==> config.mk <==
export PLATFORM = sky130hd
export DESIGN_NAME = dma_ring_engine
export DESIGN_NICKNAME = d
export VERILOG_FILES = /design/src/rtl/dma_ring_pkg.sv /design/src/rtl/dma_ring_index.sv /design/src/rtl/dma_ring_regs.sv /design/src/rtl/dma_tx_engine.sv /design/src/rtl/dma_rx_engine.sv /design/src/rtl/dma_ring_engine.sv
export SDC_FILE = /design/constraint.sdc
export NUM_CORES = 1
export LEC_CHECK = 0
export BUFFER_PORTS_ARGS = -buffer_cell sky130_fd_sc_hd__buf_2
export CORE_UTILIZATION = 60
export CTS_BUF_LIST = sky130_fd_sc_hd__clkbuf_8
export CTS_CLUSTER_DIAMETER = 50
export CTS_CLUSTER_SIZE = 40
export DETAILED_ROUTE_END_ITERATION = 10
export GPL_TIMING_DRIVEN = 0
export MAX_ROUTING_LAYER = met4
export PLACE_DENSITY = 0.87
export RECOVER_POWER = 50
export REMOVE_ABC_BUFFERS = 1
export SYNTH_ARGS = -nofsm -noshare
export SYNTH_HDL_FRONTEND = slang
export SYNTH_SLANG_ARGS = --single-unit
==> constraint.sdc <==
create_clock -name clk -period 5.5 [get_ports clk]
set_input_delay 0.825 -clock clk [delete_from_list [all_inputs] [get_ports clk]]
set_output_delay 0.825 -clock clk [all_outputs]
set_load 0.01 [all_outputs]
==> src/rtl/dma_ring_pkg.sv <==
`timescale 1ns/1ps
package dma_ring_pkg;
  // descriptor bit positions
  localparam int OWN_BIT = 31;
  localparam int FIRST_BIT = 29;
  localparam int LAST_BIT = 28;
  localparam int IOC_BIT = 31;
  localparam int ERR_BIT = 15;

  // register offsets
  localparam logic [2:0] REG_TX_BASE = 3'd0;
  localparam logic [2:0] REG_TX_SIZE = 3'd1;
  localparam logic [2:0] REG_TX_KICK = 3'd2;
  localparam logic [2:0] REG_RX_BASE = 3'd3;
  localparam logic [2:0] REG_RX_SIZE = 3'd4;
  localparam logic [2:0] REG_RX_KICK = 3'd5;
  localparam logic [2:0] REG_STATUS  = 3'd6;
  localparam logic [2:0] REG_RX_BUF  = 3'd7;

  // status bits
  localparam int ST_W    = 5;
  localparam int ST_TXC  = 0;
  localparam int ST_TXBU = 1;
  localparam int ST_RXC  = 2;
  localparam int ST_RXBU = 3;
  localparam int ST_SUM  = 4;

  typedef enum logic [3:0] {
    T_IDLE, T_RD3, T_CK3, T_CK0, T_CK2, T_RDB, T_CKB, T_SEND, T_WB
  } tx_st_t;

  typedef enum logic [2:0] {
    R_IDLE, R_RD3, R_CK3, R_CK0, R_RECV, R_WR, R_WB
  } rx_st_t;
endpackage

==> src/rtl/dma_ring_index.sv <==
`timescale 1ns/1ps
module dma_ring_index #(
  parameter int ADDR_W = 16,
  parameter int IDX_W  = 8
) (
  input  logic              clk,
  input  logic              rst,
  input  logic              adv,
  input  logic [IDX_W-1:0]  last_idx,
  input  logic [ADDR_W-1:0] base,
  output logic [IDX_W-1:0]  idx,
  output logic [ADDR_W-1:0] desc_addr
);
  always_ff @(posedge clk) begin
    if (rst) idx <= '0;
    else if (adv) idx <= (idx >= last_idx) ? '0 : idx + IDX_W'(1);
  end

  assign desc_addr = base + ADDR_W'({idx, 2'b00});

  assert_wrap_to_zero_R2: assert property (@(posedge clk) disable iff (rst)
    (adv && idx == last_idx) |=> (idx == '0));
  assert_step_one_R2: assert property (@(posedge clk) disable iff (rst)
    (adv && idx < last_idx) |=> (idx == $past(idx) + IDX_W'(1)));
endmodule

==> src/rtl/dma_ring_regs.sv <==
`timescale 1ns/1ps
module dma_ring_regs
  import dma_ring_pkg::*;
#(
  parameter int ADDR_W  = 16,
  parameter int IDX_W   = 8,
  parameter int LEN_W   = 14,
  parameter int DEF_BUF = 1536
) (
  input  logic              clk,
  input  logic              rst,
  input  logic              cfg_we,
  input  logic [2:0]        cfg_addr,
  input  logic [31:0]       cfg_wdata,
  output logic [31:0]       cfg_rdata,
  output logic [ADDR_W-1:0] tx_base,
  output logic [IDX_W-1:0]  tx_size,
  output logic              tx_kick,
  output logic [ADDR_W-1:0] rx_base,
  output logic [IDX_W-1:0]  rx_size,
  output logic              rx_kick,
  output logic [LEN_W-1:0]  rx_buf,
  input  logic              tx_done_i,
  input  logic              tx_bu_i,
  input  logic              rx_done_i,
  input  logic              rx_bu_i,
  output logic              irq
);
  logic [ST_W-1:0] stat_q, stat_nxt;
  logic unused_wd;
  assign unused_wd = ^cfg_wdata;

  always_comb begin
    stat_nxt = stat_q;
    if (cfg_we && cfg_addr == REG_STATUS) stat_nxt = stat_q & ~cfg_wdata[ST_W-1:0];
    if (tx_done_i) stat_nxt[ST_TXC]  = 1'b1;
    if (tx_bu_i)   stat_nxt[ST_TXBU] = 1'b1;
    if (rx_done_i) stat_nxt[ST_RXC]  = 1'b1;
    if (rx_bu_i)   stat_nxt[ST_RXBU] = 1'b1;
    if (tx_done_i || rx_done_i) stat_nxt[ST_SUM] = 1'b1;
  end

  always_ff @(posedge clk) begin
    if (rst) begin
      tx_base <= '0; tx_size <= '0; rx_base <= '0; rx_size <= '0;
      rx_buf  <= LEN_W'(DEF_BUF);
      tx_kick <= 1'b0; rx_kick <= 1'b0;
      stat_q  <= '0;
      cfg_rdata <= '0;
    end else begin
      tx_kick <= cfg_we && cfg_addr == REG_TX_KICK;
      rx_kick <= cfg_we && cfg_addr == REG_RX_KICK;
      stat_q  <= stat_nxt;
      if (cfg_we) begin
        case (cfg_addr)
          REG_TX_BASE: tx_base <= cfg_wdata[ADDR_W-1:0];
          REG_TX_SIZE: tx_size <= cfg_wdata[IDX_W-1:0];
          REG_RX_BASE: rx_base <= cfg_wdata[ADDR_W-1:0];
          REG_RX_SIZE: rx_size <= cfg_wdata[IDX_W-1:0];
          REG_RX_BUF:  rx_buf  <= cfg_wdata[LEN_W-1:0];
          default: ;
        endcase
      end
      case (cfg_addr)
        REG_TX_BASE: cfg_rdata <= 32'(tx_base);
        REG_TX_SIZE: cfg_rdata <= 32'(tx_size);
        REG_RX_BASE: cfg_rdata <= 32'(rx_base);
        REG_RX_SIZE: cfg_rdata <= 32'(rx_size);
        REG_STATUS:  cfg_rdata <= 32'(stat_q);
        REG_RX_BUF:  cfg_rdata <= 32'(rx_buf);
        default:     cfg_rdata <= '0;
      endcase
    end
  end

  assign irq = stat_q[ST_SUM];

  assert_done_sets_summary_R10: assert property (@(posedge clk) disable iff (rst)
    (tx_done_i || rx_done_i) |=> stat_q[ST_SUM]);
  assert_w1c_clears_R10: assert property (@(posedge clk) disable iff (rst)
    (cfg_we && cfg_addr == REG_STATUS && cfg_wdata[ST_TXC] && !tx_done_i) |=> !stat_q[ST_TXC]);
endmodule

==> src/rtl/dma_tx_engine.sv <==
`timescale 1ns/1ps
module dma_tx_engine
  import dma_ring_pkg::*;
#(
  parameter int ADDR_W = 16,
  parameter int IDX_W  = 8,
  parameter int LEN_W  = 14
) (
  input  logic              clk,
  input  logic              rst,
  input  logic              kick,
  input  logic [ADDR_W-1:0] base,
  input  logic [IDX_W-1:0]  last_idx,
  output logic              mem_req,
  output logic              mem_we,
  output logic [ADDR_W-1:0] mem_addr,
  output logic [31:0]       mem_wdata,
  input  logic [31:0]       mem_rdata,
  output logic              tx_valid,
  input  logic              tx_ready,
  output logic [7:0]        tx_data,
  output logic              tx_last,
  output logic              done_o,
  output logic              bu_o
);
  tx_st_t            state;
  logic [31:0]       ctl_w;
  logic [31:0]       wbuf;
  logic [ADDR_W-1:0] bptr;
  logic [LEN_W-1:0]  remain;
  logic [1:0]        lane;
  logic              ioc;
  logic              adv;
  logic [IDX_W-1:0]  idx;
  logic [ADDR_W-1:0] desc_addr;

  assign adv = (state == T_WB);

  dma_ring_index #(.ADDR_W(ADDR_W), .IDX_W(IDX_W)) u_idx (
    .clk(clk), .rst(rst), .adv(adv), .last_idx(last_idx), .base(base),
    .idx(idx), .desc_addr(desc_addr)
  );

  always_comb begin
    mem_req = 1'b0; mem_we = 1'b0; mem_addr = desc_addr; mem_wdata = '0;
    case (state)
      T_RD3: begin mem_req = 1'b1; mem_addr = desc_addr + ADDR_W'(3); end
      T_CK3: begin mem_req = mem_rdata[OWN_BIT]; mem_addr = desc_addr; end
      T_CK0: begin mem_req = 1'b1; mem_addr = desc_addr + ADDR_W'(2); end
      T_RDB: begin mem_req = 1'b1; mem_addr = bptr; end
      T_WB: begin
        mem_req = 1'b1; mem_we = 1'b1; mem_addr = desc_addr + ADDR_W'(3);
        mem_wdata = ctl_w;
        mem_wdata[OWN_BIT] = 1'b0;
      end
      default: ;
    endcase
  end

  assign tx_valid = (state == T_SEND);
  assign tx_data  = wbuf[{lane, 3'b000} +: 8];
  assign tx_last  = (remain == LEN_W'(1));

  always_ff @(posedge clk) begin
    if (rst) begin
      state <= T_IDLE; ctl_w <= '0; wbuf <= '0; bptr <= '0;
      remain <= '0; lane <= '0; ioc <= 1'b0; done_o <= 1'b0; bu_o <= 1'b0;
    end else begin
      done_o <= 1'b0;
      bu_o   <= 1'b0;
      case (state)
        T_IDLE: if (kick) state <= T_RD3;
        T_RD3: state <= T_CK3;
        T_CK3: begin
          ctl_w <= mem_rdata;
          if (mem_rdata[OWN_BIT]) state <= T_CK0;
          else begin bu_o <= 1'b1; state <= T_IDLE; end
        end
        T_CK0: begin bptr <= mem_rdata[ADDR_W-1:0]; state <= T_CK2; end
        T_CK2: begin
          remain <= mem_rdata[LEN_W-1:0];
          ioc    <= mem_rdata[IOC_BIT];
          lane   <= '0;
          state  <= (mem_rdata[LEN_W-1:0] == '0) ? T_WB : T_RDB;
        end
        T_RDB: state <= T_CKB;
        T_CKB: begin wbuf <= mem_rdata; state <= T_SEND; end
        T_SEND: if (tx_ready) begin
          remain <= remain - LEN_W'(1);
          lane   <= lane + 2'd1;
          if (remain == LEN_W'(1)) state <= T_WB;
          else if (lane == 2'd3) begin
            bptr  <= bptr + ADDR_W'(1);
            state <= T_RDB;
          end
        end
        T_WB: begin done_o <= ioc; state <= T_RD3; end
        default: state <= T_IDLE;
      endcase
    end
  end

  assert_tx_hold_R12: assert property (@(posedge clk) disable iff (rst)
    (tx_valid && !tx_ready) |=> (tx_valid && $stable(tx_data) && $stable(tx_last)));
  assert_tx_parked_R6: assert property (@(posedge clk) disable iff (rst)
    bu_o |-> (!tx_valid && !mem_req));
endmodule

==> src/rtl/dma_rx_engine.sv <==
`timescale 1ns/1ps
module dma_rx_engine
  import dma_ring_pkg::*;
#(
  parameter int ADDR_W = 16,
  parameter int IDX_W  = 8,
  parameter int LEN_W  = 14
) (
  input  logic              clk,
  input  logic              rst,
  input  logic              kick,
  input  logic [ADDR_W-1:0] base,
  input  logic [IDX_W-1:0]  last_idx,
  input  logic [LEN_W-1:0]  buf_bytes,
  output logic              mem_req,
  output logic              mem_we,
  output logic [ADDR_W-1:0] mem_addr,
  output logic [31:0]       mem_wdata,
  input  logic [31:0]       mem_rdata,
  input  logic              rx_valid,
  output logic              rx_ready,
  input  logic [7:0]        rx_data,
  input  logic              rx_last,
  output logic              done_o,
  output logic              bu_o
);
  rx_st_t            state;
  logic [ADDR_W-1:0] bptr;
  logic [LEN_W-1:0]  plen;
  logic [31:0]       pack;
  logic              trunc, pend, end_seen;
  logic              adv, stored;
  logic [IDX_W-1:0]  idx;
  logic [ADDR_W-1:0] desc_addr;
  logic [31:0]       stat_word;
  logic              unused_rd;

  assign unused_rd = ^mem_rdata;
  assign adv      = (state == R_WB);
  assign rx_ready = (state == R_RECV);
  assign stored   = (plen < buf_bytes);

  dma_ring_index #(.ADDR_W(ADDR_W), .IDX_W(IDX_W)) u_idx (
    .clk(clk), .rst(rst), .adv(adv), .last_idx(last_idx), .base(base),
    .idx(idx), .desc_addr(desc_addr)
  );

  always_comb begin
    stat_word = '0;
    stat_word[FIRST_BIT] = 1'b1;
    stat_word[LAST_BIT]  = 1'b1;
    stat_word[ERR_BIT]   = trunc;
    stat_word[LEN_W-1:0] = plen;
  end

  always_comb begin
    mem_req = 1'b0; mem_we = 1'b0; mem_addr = desc_addr; mem_wdata = '0;
    case (state)
      R_RD3: begin mem_req = 1'b1; mem_addr = desc_addr + ADDR_W'(3); end
      R_CK3: begin mem_req = mem_rdata[OWN_BIT]; mem_addr = desc_addr; end
      R_WR: begin
        mem_req = 1'b1; mem_we = 1'b1;
        mem_addr = bptr + ADDR_W'((plen - LEN_W'(1)) >> 2);
        mem_wdata = pack;
      end
      R_WB: begin
        mem_req = 1'b1; mem_we = 1'b1; mem_addr = desc_addr + ADDR_W'(3);
        mem_wdata = stat_word;
      end
      default: ;
    endcase
  end

  always_ff @(posedge clk) begin
    if (rst) begin
      state <= R_IDLE; bptr <= '0; plen <= '0; pack <= '0;
      trunc <= 1'b0; pend <= 1'b0; end_seen <= 1'b0;
      done_o <= 1'b0; bu_o <= 1'b0;
    end else begin
      done_o <= 1'b0;
      bu_o   <= 1'b0;
      case (state)
        R_IDLE: if (kick) state <= R_RD3;
        R_RD3: state <= R_CK3;
        R_CK3: begin
          if (mem_rdata[OWN_BIT]) state <= R_CK0;
          else begin bu_o <= 1'b1; state <= R_IDLE; end
        end
        R_CK0: begin
          bptr <= mem_rdata[ADDR_W-1:0];
          plen <= '0; trunc <= 1'b0; pack <= '0; pend <= 1'b0;
          state <= R_RECV;
        end
        R_RECV: if (rx_valid) begin
          end_seen <= rx_last;
          if (stored) begin
            pack[{plen[1:0], 3'b000} +: 8] <= rx_data;
            plen <= plen + LEN_W'(1);
            pend <= 1'b1;
          end else begin
            trunc <= 1'b1;
          end
          if ((stored && plen[1:0] == 2'd3) || (rx_last && (pend || stored)))
            state <= R_WR;
          else if (rx_last)
            state <= R_WB;
        end
        R_WR: begin
          pack <= '0; pend <= 1'b0;
          state <= end_seen ? R_WB : R_RECV;
        end
        R_WB: begin done_o <= 1'b1; state <= R_RD3; end
        default: state <= R_IDLE;
      endcase
    end
  end

  assert_store_in_buffer_R9: assert property (@(posedge clk) disable iff (rst)
    (state == R_WR) |-> (plen != '0 && plen <= buf_bytes));
  assert_last_drops_ready_R11: assert property (@(posedge clk) disable iff (rst)
    (rx_valid && rx_ready && rx_last) |=> !rx_ready);
endmodule

==> src/rtl/dma_ring_engine.sv <==
`timescale 1ns/1ps
module dma_ring_engine #(
  parameter int ADDR_W  = 16,
  parameter int IDX_W   = 8,
  parameter int LEN_W   = 14,
  parameter int DEF_BUF = 1536
) (
  input  logic              clk,
  input  logic              rst,
  input  logic              cfg_we,
  input  logic [2:0]        cfg_addr,
  input  logic [31:0]       cfg_wdata,
  output logic [31:0]       cfg_rdata,
  output logic              irq,
  output logic              txm_req,
  output logic              txm_we,
  output logic [ADDR_W-1:0] txm_addr,
  output logic [31:0]       txm_wdata,
  input  logic [31:0]       txm_rdata,
  output logic              rxm_req,
  output logic              rxm_we,
  output logic [ADDR_W-1:0] rxm_addr,
  output logic [31:0]       rxm_wdata,
  input  logic [31:0]       rxm_rdata,
  output logic              tx_valid,
  input  logic              tx_ready,
  output logic [7:0]        tx_data,
  output logic              tx_last,
  input  logic              rx_valid,
  output logic              rx_ready,
  input  logic [7:0]        rx_data,
  input  logic              rx_last
);
  logic [ADDR_W-1:0] tx_base, rx_base;
  logic [IDX_W-1:0]  tx_size, rx_size;
  logic [LEN_W-1:0]  rx_buf;
  logic tx_kick, rx_kick, tx_done, tx_bu, rx_done, rx_bu;

  dma_ring_regs #(.ADDR_W(ADDR_W), .IDX_W(IDX_W), .LEN_W(LEN_W), .DEF_BUF(DEF_BUF)) u_regs (
    .clk(clk), .rst(rst), .cfg_we(cfg_we), .cfg_addr(cfg_addr), .cfg_wdata(cfg_wdata),
    .cfg_rdata(cfg_rdata), .tx_base(tx_base), .tx_size(tx_size), .tx_kick(tx_kick),
    .rx_base(rx_base), .rx_size(rx_size), .rx_kick(rx_kick), .rx_buf(rx_buf),
    .tx_done_i(tx_done), .tx_bu_i(tx_bu), .rx_done_i(rx_done), .rx_bu_i(rx_bu), .irq(irq)
  );

  dma_tx_engine #(.ADDR_W(ADDR_W), .IDX_W(IDX_W), .LEN_W(LEN_W)) u_tx (
    .clk(clk), .rst(rst), .kick(tx_kick), .base(tx_base), .last_idx(tx_size),
    .mem_req(txm_req), .mem_we(txm_we), .mem_addr(txm_addr), .mem_wdata(txm_wdata),
    .mem_rdata(txm_rdata), .tx_valid(tx_valid), .tx_ready(tx_ready), .tx_data(tx_data),
    .tx_last(tx_last), .done_o(tx_done), .bu_o(tx_bu)
  );

  dma_rx_engine #(.ADDR_W(ADDR_W), .IDX_W(IDX_W), .LEN_W(LEN_W)) u_rx (
    .clk(clk), .rst(rst), .kick(rx_kick), .base(rx_base), .last_idx(rx_size),
    .buf_bytes(rx_buf), .mem_req(rxm_req), .mem_we(rxm_we), .mem_addr(rxm_addr),
    .mem_wdata(rxm_wdata), .mem_rdata(rxm_rdata), .rx_valid(rx_valid), .rx_ready(rx_ready),
    .rx_data(rx_data), .rx_last(rx_last), .done_o(rx_done), .bu_o(rx_bu)
  );
endmodule

Word level (Yosys, flattened, before mapping)
Cells that the tools add are included.
{ "totals": {"reg_bits": 289, "in_bits": 113, "output_inout_bits": 144, "wordCells": 190} }
{ "classes": {"addsub": 14, "n_lt_le_gt_ge": 3, "n_eq_ne": 34, "shift": 3, "muxes": 55, "bitwise": 5, "reduce_logical": 43} }
{ "ops": {"columns": ["op", "n"], "rows": [
  ["32-bit case mux with 2 select lines", 2],
  ["16-bit case mux with 6 select lines", 1],
  ["32-bit two-way mux", 2],
  ["16-bit case mux with 2 select lines", 2],
  ["14-bit case mux with 2 select lines", 2],
  ["16-bit by 2-bit adder with 16-bit output (second input constant)", 3],
  ["16-bit two-way mux", 3],
  ["16-bit case mux with 3 select lines", 1],
  ["14-bit two-way mux", 3],
  ["4-bit case mux with 9 select lines", 1],
  ["16-bit by 10-bit adder with 16-bit output", 2],
  ["32-bit bitwise mux", 1],
  ["8-bit by 7-bit variable shift with 32-bit output (first input constant)", 1],
  ["32-bit by 6-bit variable part select with 8-bit output", 1],
  ["8-bit by 7-bit variable part select with 32-bit output", 1],
  ["31-bit two-way mux", 1],
  ["3-bit == test (second input constant)", 7],
  ["3-bit case mux with 7 select lines", 1],
  ["4-bit two-way mux", 5],
  ["2-bit nonzero test", 9],
  ["16-bit by 1-bit adder with 16-bit output (second input constant)", 1],
  ["16-bit by 14-bit adder with 16-bit output", 1],
  ["8-bit by 1-bit adder with 8-bit output (second input constant)", 2],
  ["4-bit by 3-bit == test with 1-bit output (second input constant)", 4],
  ["38 further kinds", 100]
]} }

Longest topological paths before layout
{ "logic_depth": {"depth_word": 7, "depth_mapped": 16, "ltp_nobuf": 14} }

Modules after synthesis
From an unflattened synthesis, not the netlist that was laid out.
{ "hier_totals": {"cells_unflattened": 2121, "hier_area_um2": 16468.3} }
{ "modules_own_cells": {"columns": ["mod", "instances", "cells_each", "area_per_inst_um2", "seq_area_each_um2"], "rows": [
  ["dma_tx_engine", 1, 786, 5865.6, 2042.0],
  ["dma_rx_engine", 1, 657, 4954.8, 1401.3],
  ["dma_ring_regs", 1, 426, 3648.5, 1701.6],
  ["dma_ring_index", 2, 126, 999.7, 160.2]
]} }

Least setup slack after synthesis
OpenSTA, ideal clock, no wires.
{ "synth_path": {"path_kind": "flip-flop to output port", "startpoint": "register u_rx.plen[0]", "endpoint": "output rxm_addr[14]", "arrival_ns": 3.302, "t_required_ns": 4.675, "setup_slack_ns": 1.373, "path_stages_with_launch": 17, "n_path_buf": 2, "path_cell_list": "dfxtp_1 > clkbuf_1 > inv_1 > ha_1 > clkbuf_1 > xor2_1 > ha_1 > inv_1 > fa_1 > nor2b_1 > o31a_1 > o211ai_1 > o21ai_0 > o22ai_1 > nor3_1 > and4b_1 > nor3_2"} }
{ "synth_via": {"elab_chain_cells": 3} }
{ "synth_rtl": {"columns": ["element", "line", "rtl"], "rows": [
  ["start: declaration", "dma_rx_engine.sv:29", "logic [LEN_W-1:0] plen;"],
  ["start signal: assignment", "dma_rx_engine.sv:98", "plen <= plen + LEN_W'(1);"],
  ["14-bit by 1-bit subtractor with 15-bit output", "dma_rx_engine.sv:63", "mem_addr = bptr + ADDR_W'((plen - LEN_W'(1)) >> 2);"],
  ["16-bit by 14-bit adder with 16-bit output", "dma_rx_engine.sv:63", null],
  ["16-bit case mux with 2 select lines", "dma_rx_engine.sv:58", "case (state)"],
  ["end: declaration", "dma_ring_engine.sv:22", "output logic [ADDR_W-1:0] rxm_addr,"]
]} }
No other way between the ends.

Worst setup path in the final report
Same ends and word-level chain as after synthesis.

==> summary.txt <==
Outcome
  • Status: complete, but fails checks
  • Failing checks: capacitance limit, slew limit

Logic synthesis
  • Asr flop ratio synth: 0%
  • Main synth FF type: dfxtp_1
  • Post-synth EDFFs: 0
  • Seq cells post-synth: 273
  • Warning count from the yosys run: 0
  • Avg Inst Size Synth: 7.52 µm²
  • Post-Syn Area: 16800 µm²
  • Count of cell types in the netlist: 92
  • Post-synthesis sequential area ratio: 32.6%
  • Post-Synthesis Cells: 2228

Clock network
  • Cts hold-fix bufs: 0
  • CTS max path bufs: 3
  • CTS buffer count: 28
  • Root buffer selected by CTS: clkbuf_8
  • Number of H-tree levels: 1
  • CTS tree: done
  • Post-CTS setup buffer count: 0
  • Clock Sinks: 273
  • # resized after CTS: 0
  • Clock latency on the worst-skew pair: 640 ps
  • Clock slew at reported path FFs: 110 ps

STA
  • Clk_skew: 63.2 ps
  • Max Freq: 189 MHz
  • Fin. max-slew vios: 93
  • Relative slew margins: -144%
  • RSZ-0062 raised after global routing: no
  • Final worst setup slack: 218 ps
  • Count of final hold-check violations: 0
  • Worst slew pin tran: 3650 ps
  • Final worst path period share: 96.0%
  • Minimum clock period: 5280 ps
  • Setup Viol. Count Final: 0

Critical path
  • CP most frequent cell: inv_1
  • Critical path buffer and inverter count: 3
  • Startpoint Class: register
  • Largest delay share family, worst path: compound AO/OA/AOI/OAI gates
  • Slowest-stage cell, CP: dfxtp_2
  • Worst Path Max Fanout: 10
  • CP arrival: 4460 ps
  • Worst setup EP type: primary output
  • Worst path max stage delay: 410 ps
  • CP Cell Sequence: inv_1, ha_4, xor2_1, ha_1, inv_1, fa_1, nor2b_1, o31a_1, o211ai_1, o21ai_0, o22ai_1, nor3_1, and4b_1, nor3_2, buf_2
  • CP required: 4680 ps
  • Critical path class: register to primary output

Finish
  • Total Nets Final: 2527
  • Fraction of layout cells with a size suffix above 1: 12.7%
  • Reg area: 5470 µm²
  • Final core occ: 68.6%
  • Area of the multi-input gates: 10500 µm²
  • Final-layout fill cell count: 2256
  • Design Area, Final: 18600 µm²
  • Layout area overhead: 11.2%

Global route
  • Gr ovfl total: 0
  • Vias in the first global route: 16000
  • GR peak layer: met2
  • GR Util met1: 46.4%
  • Met3 Usage GRT: 4.52%
  • Global-route wire length before repair: 81.9 mm
  • Initial antenna violation count: 3
  • GRT Total Usage: 35.9%
  • Met2 Use GR: 57.3%
  • Largest net degree at the start of global routing: 146

Routing
  • Vias per inst: 6.36
  • DR pass1 iterations: 6
  • Final wirelength: 51.8 mm
  • Drt drc: 0
  • Antenna violation net count after detailed routing: 0
  • Initial drt markers: 2300
  • DR WL/cell: 19.0 µm
  • Total number of vias: 17400

Floorplanning
  • DIE HEIGHT: 169 µm
  • Die ar.: 28600 µm²
  • Row cnt: 60
  • Initial core utilization: 61.7%
  • IO Pins: 257
  • Core area: 27200 µm²
  • Die width: 169 µm

Run
  • Max_cap viols: 2

Placed design
  • Dpl hpwl: 36.5 mm
  • Pre-CTS worst setup slack: 736 ps
  • Area post-placement: 17900 µm²
  • PortBufs: 208
  • GPL Wtd Cong: 0.957

Power and ir drop
  • LEAKAGE: 7.28 nW
  • P per Cell Area: 243 nW/µm²
  • Maximum vdd drop: 0.000237 V

Min path
  • Tightest Hold Check Type: primary input to register
layer usage:
metal,vias up,share of wire (%)
met5,-,0
met4,0,3.9
met3,165,9.1
met2,940,46
met1,8137,41
li1,8115,-
synthesized netlist by cell type, types with 13 or more instances:
library cell,instances,area (µm²)
a211oi_1,39,293
a21o_1,27,203
a21oi_1,239,1200
a22o_1,19,166
a22oi_1,43,323
and2_1,20,125
and3_1,48,300
buf_4,17,128
clkbuf_1,129,484
dfxtp_1,273,5470
ha_1,76,951
inv_1,65,244
mux2i_1,26,260
nand2_1,412,1550
nand2b_1,15,93.8
nand3_1,77,385
nand4_1,40,250
nor2_1,184,691
nor2b_1,16,100
nor3_1,41,205
o211ai_1,26,195
o21ai_0,84,420
o31ai_1,13,97.6
or3_1,20,125
xnor2_1,33,289
xor2_1,36,315
where the power goes:
group          total (W)  internal [W]  switching [W]  leakage [nW]
logic           0.000769      0.000243       0.000526          4.72
registers        0.00214       0.00206      0.0000778          2.21
clock network    0.00162      0.000707       0.000914         0.360
total            0.00452       0.00301        0.00152          7.28
per-stage QoR:
stage                     TNS, ps  std cells  total power (W)  hold slack, ps
after floorplan                 0       2083          0.00259             413
after global placement     -44510       2663          0.00286             422
after detailed placement        0       2677          0.00293             442
after CTS                       0       2726          0.00451             392
after global routing            0       2729          0.00468             413
final                           0       2730          0.00452             413
logic make-up after synthesis:
family                   synth area share (%)
AND/OR/NAND/NOR                          26.1
other                                  0.0224
buffers and inverters                    5.49
XOR/XNOR                                 3.61
multiplexers                             3.03
adder cells (fa/ha/maj)                  6.51
AO/OA/AOI/OAI                            22.6
flip-flops                               32.6
final cells by class:
class                   count  area share [%]
clock buffers              28            2.07
repair buffers            222            6.57
clock inverters            21            1.82
flip-flops and latches    273            29.3
diodes                      4          0.0537
inverters                  66            1.33
multi-input cells        1744            56.3
well taps                 372            2.50
worst paths after layout:
path / slack (ps) / endpoint / start / cells after the start
worst max register to register: 1080 / u_rx.pack[31] / u_rx.state[2] / 6
worst min-delay path: 410 / u_rx.bptr[12] / rxm_rdata[12] / 3
worst max-delay path: 220 / rxm_addr[14] / u_rx.plen[0] / 15
worst min register to register: 450 / u_rx.pack[20] / u_rx.pack[20] / 2
placed cells by master, fill, tap and decap left out, types with 26 or more instances in the layout:
master | Yosys | layout
dfxtp_1 | 273 | 270
a22oi_1 | 43 | 42
and3_1 | 48 | 48
xor2_1 | 36 | 36
inv_1 | 65 | 65
nand2_1 | 412 | 412
ha_1 | 76 | 75
clkbuf_8 | 0 | 28
a21o_1 | 27 | 27
nor2_1 | 184 | 181
nor3_1 | 41 | 37
nand3_1 | 77 | 76
o211ai_1 | 26 | 26
xnor2_1 | 33 | 33
a211oi_1 | 39 | 39
mux2i_1 | 26 | 26
a21oi_1 | 239 | 238
clkbuf_1 | 129 | 31
o21ai_0 | 84 | 84
buf_2 | 4 | 177
nand4_1 | 40 | 40
sequential cells by signal (all words and copies together), names as in the netlist, 16 cells and up:
name              count
u_tx.ctl_w           31
u_rx.pack            32
u_tx.wbuf            32
u_tx.bptr            16
u_rx.bptr            16
u_regs.rx_base       16
u_regs.tx_base       16
u_regs.cfg_rdata     16
worst register-to-register path, cell delays in order, from the launching register on:
cell and delay [ps]:
dfxtp_1 1220, inv_1 610, and2_0 770, or4_1 640, nor3b_1 720, nand4_1 200
a21oi_1 160
(Power assumes the default switching activity.)
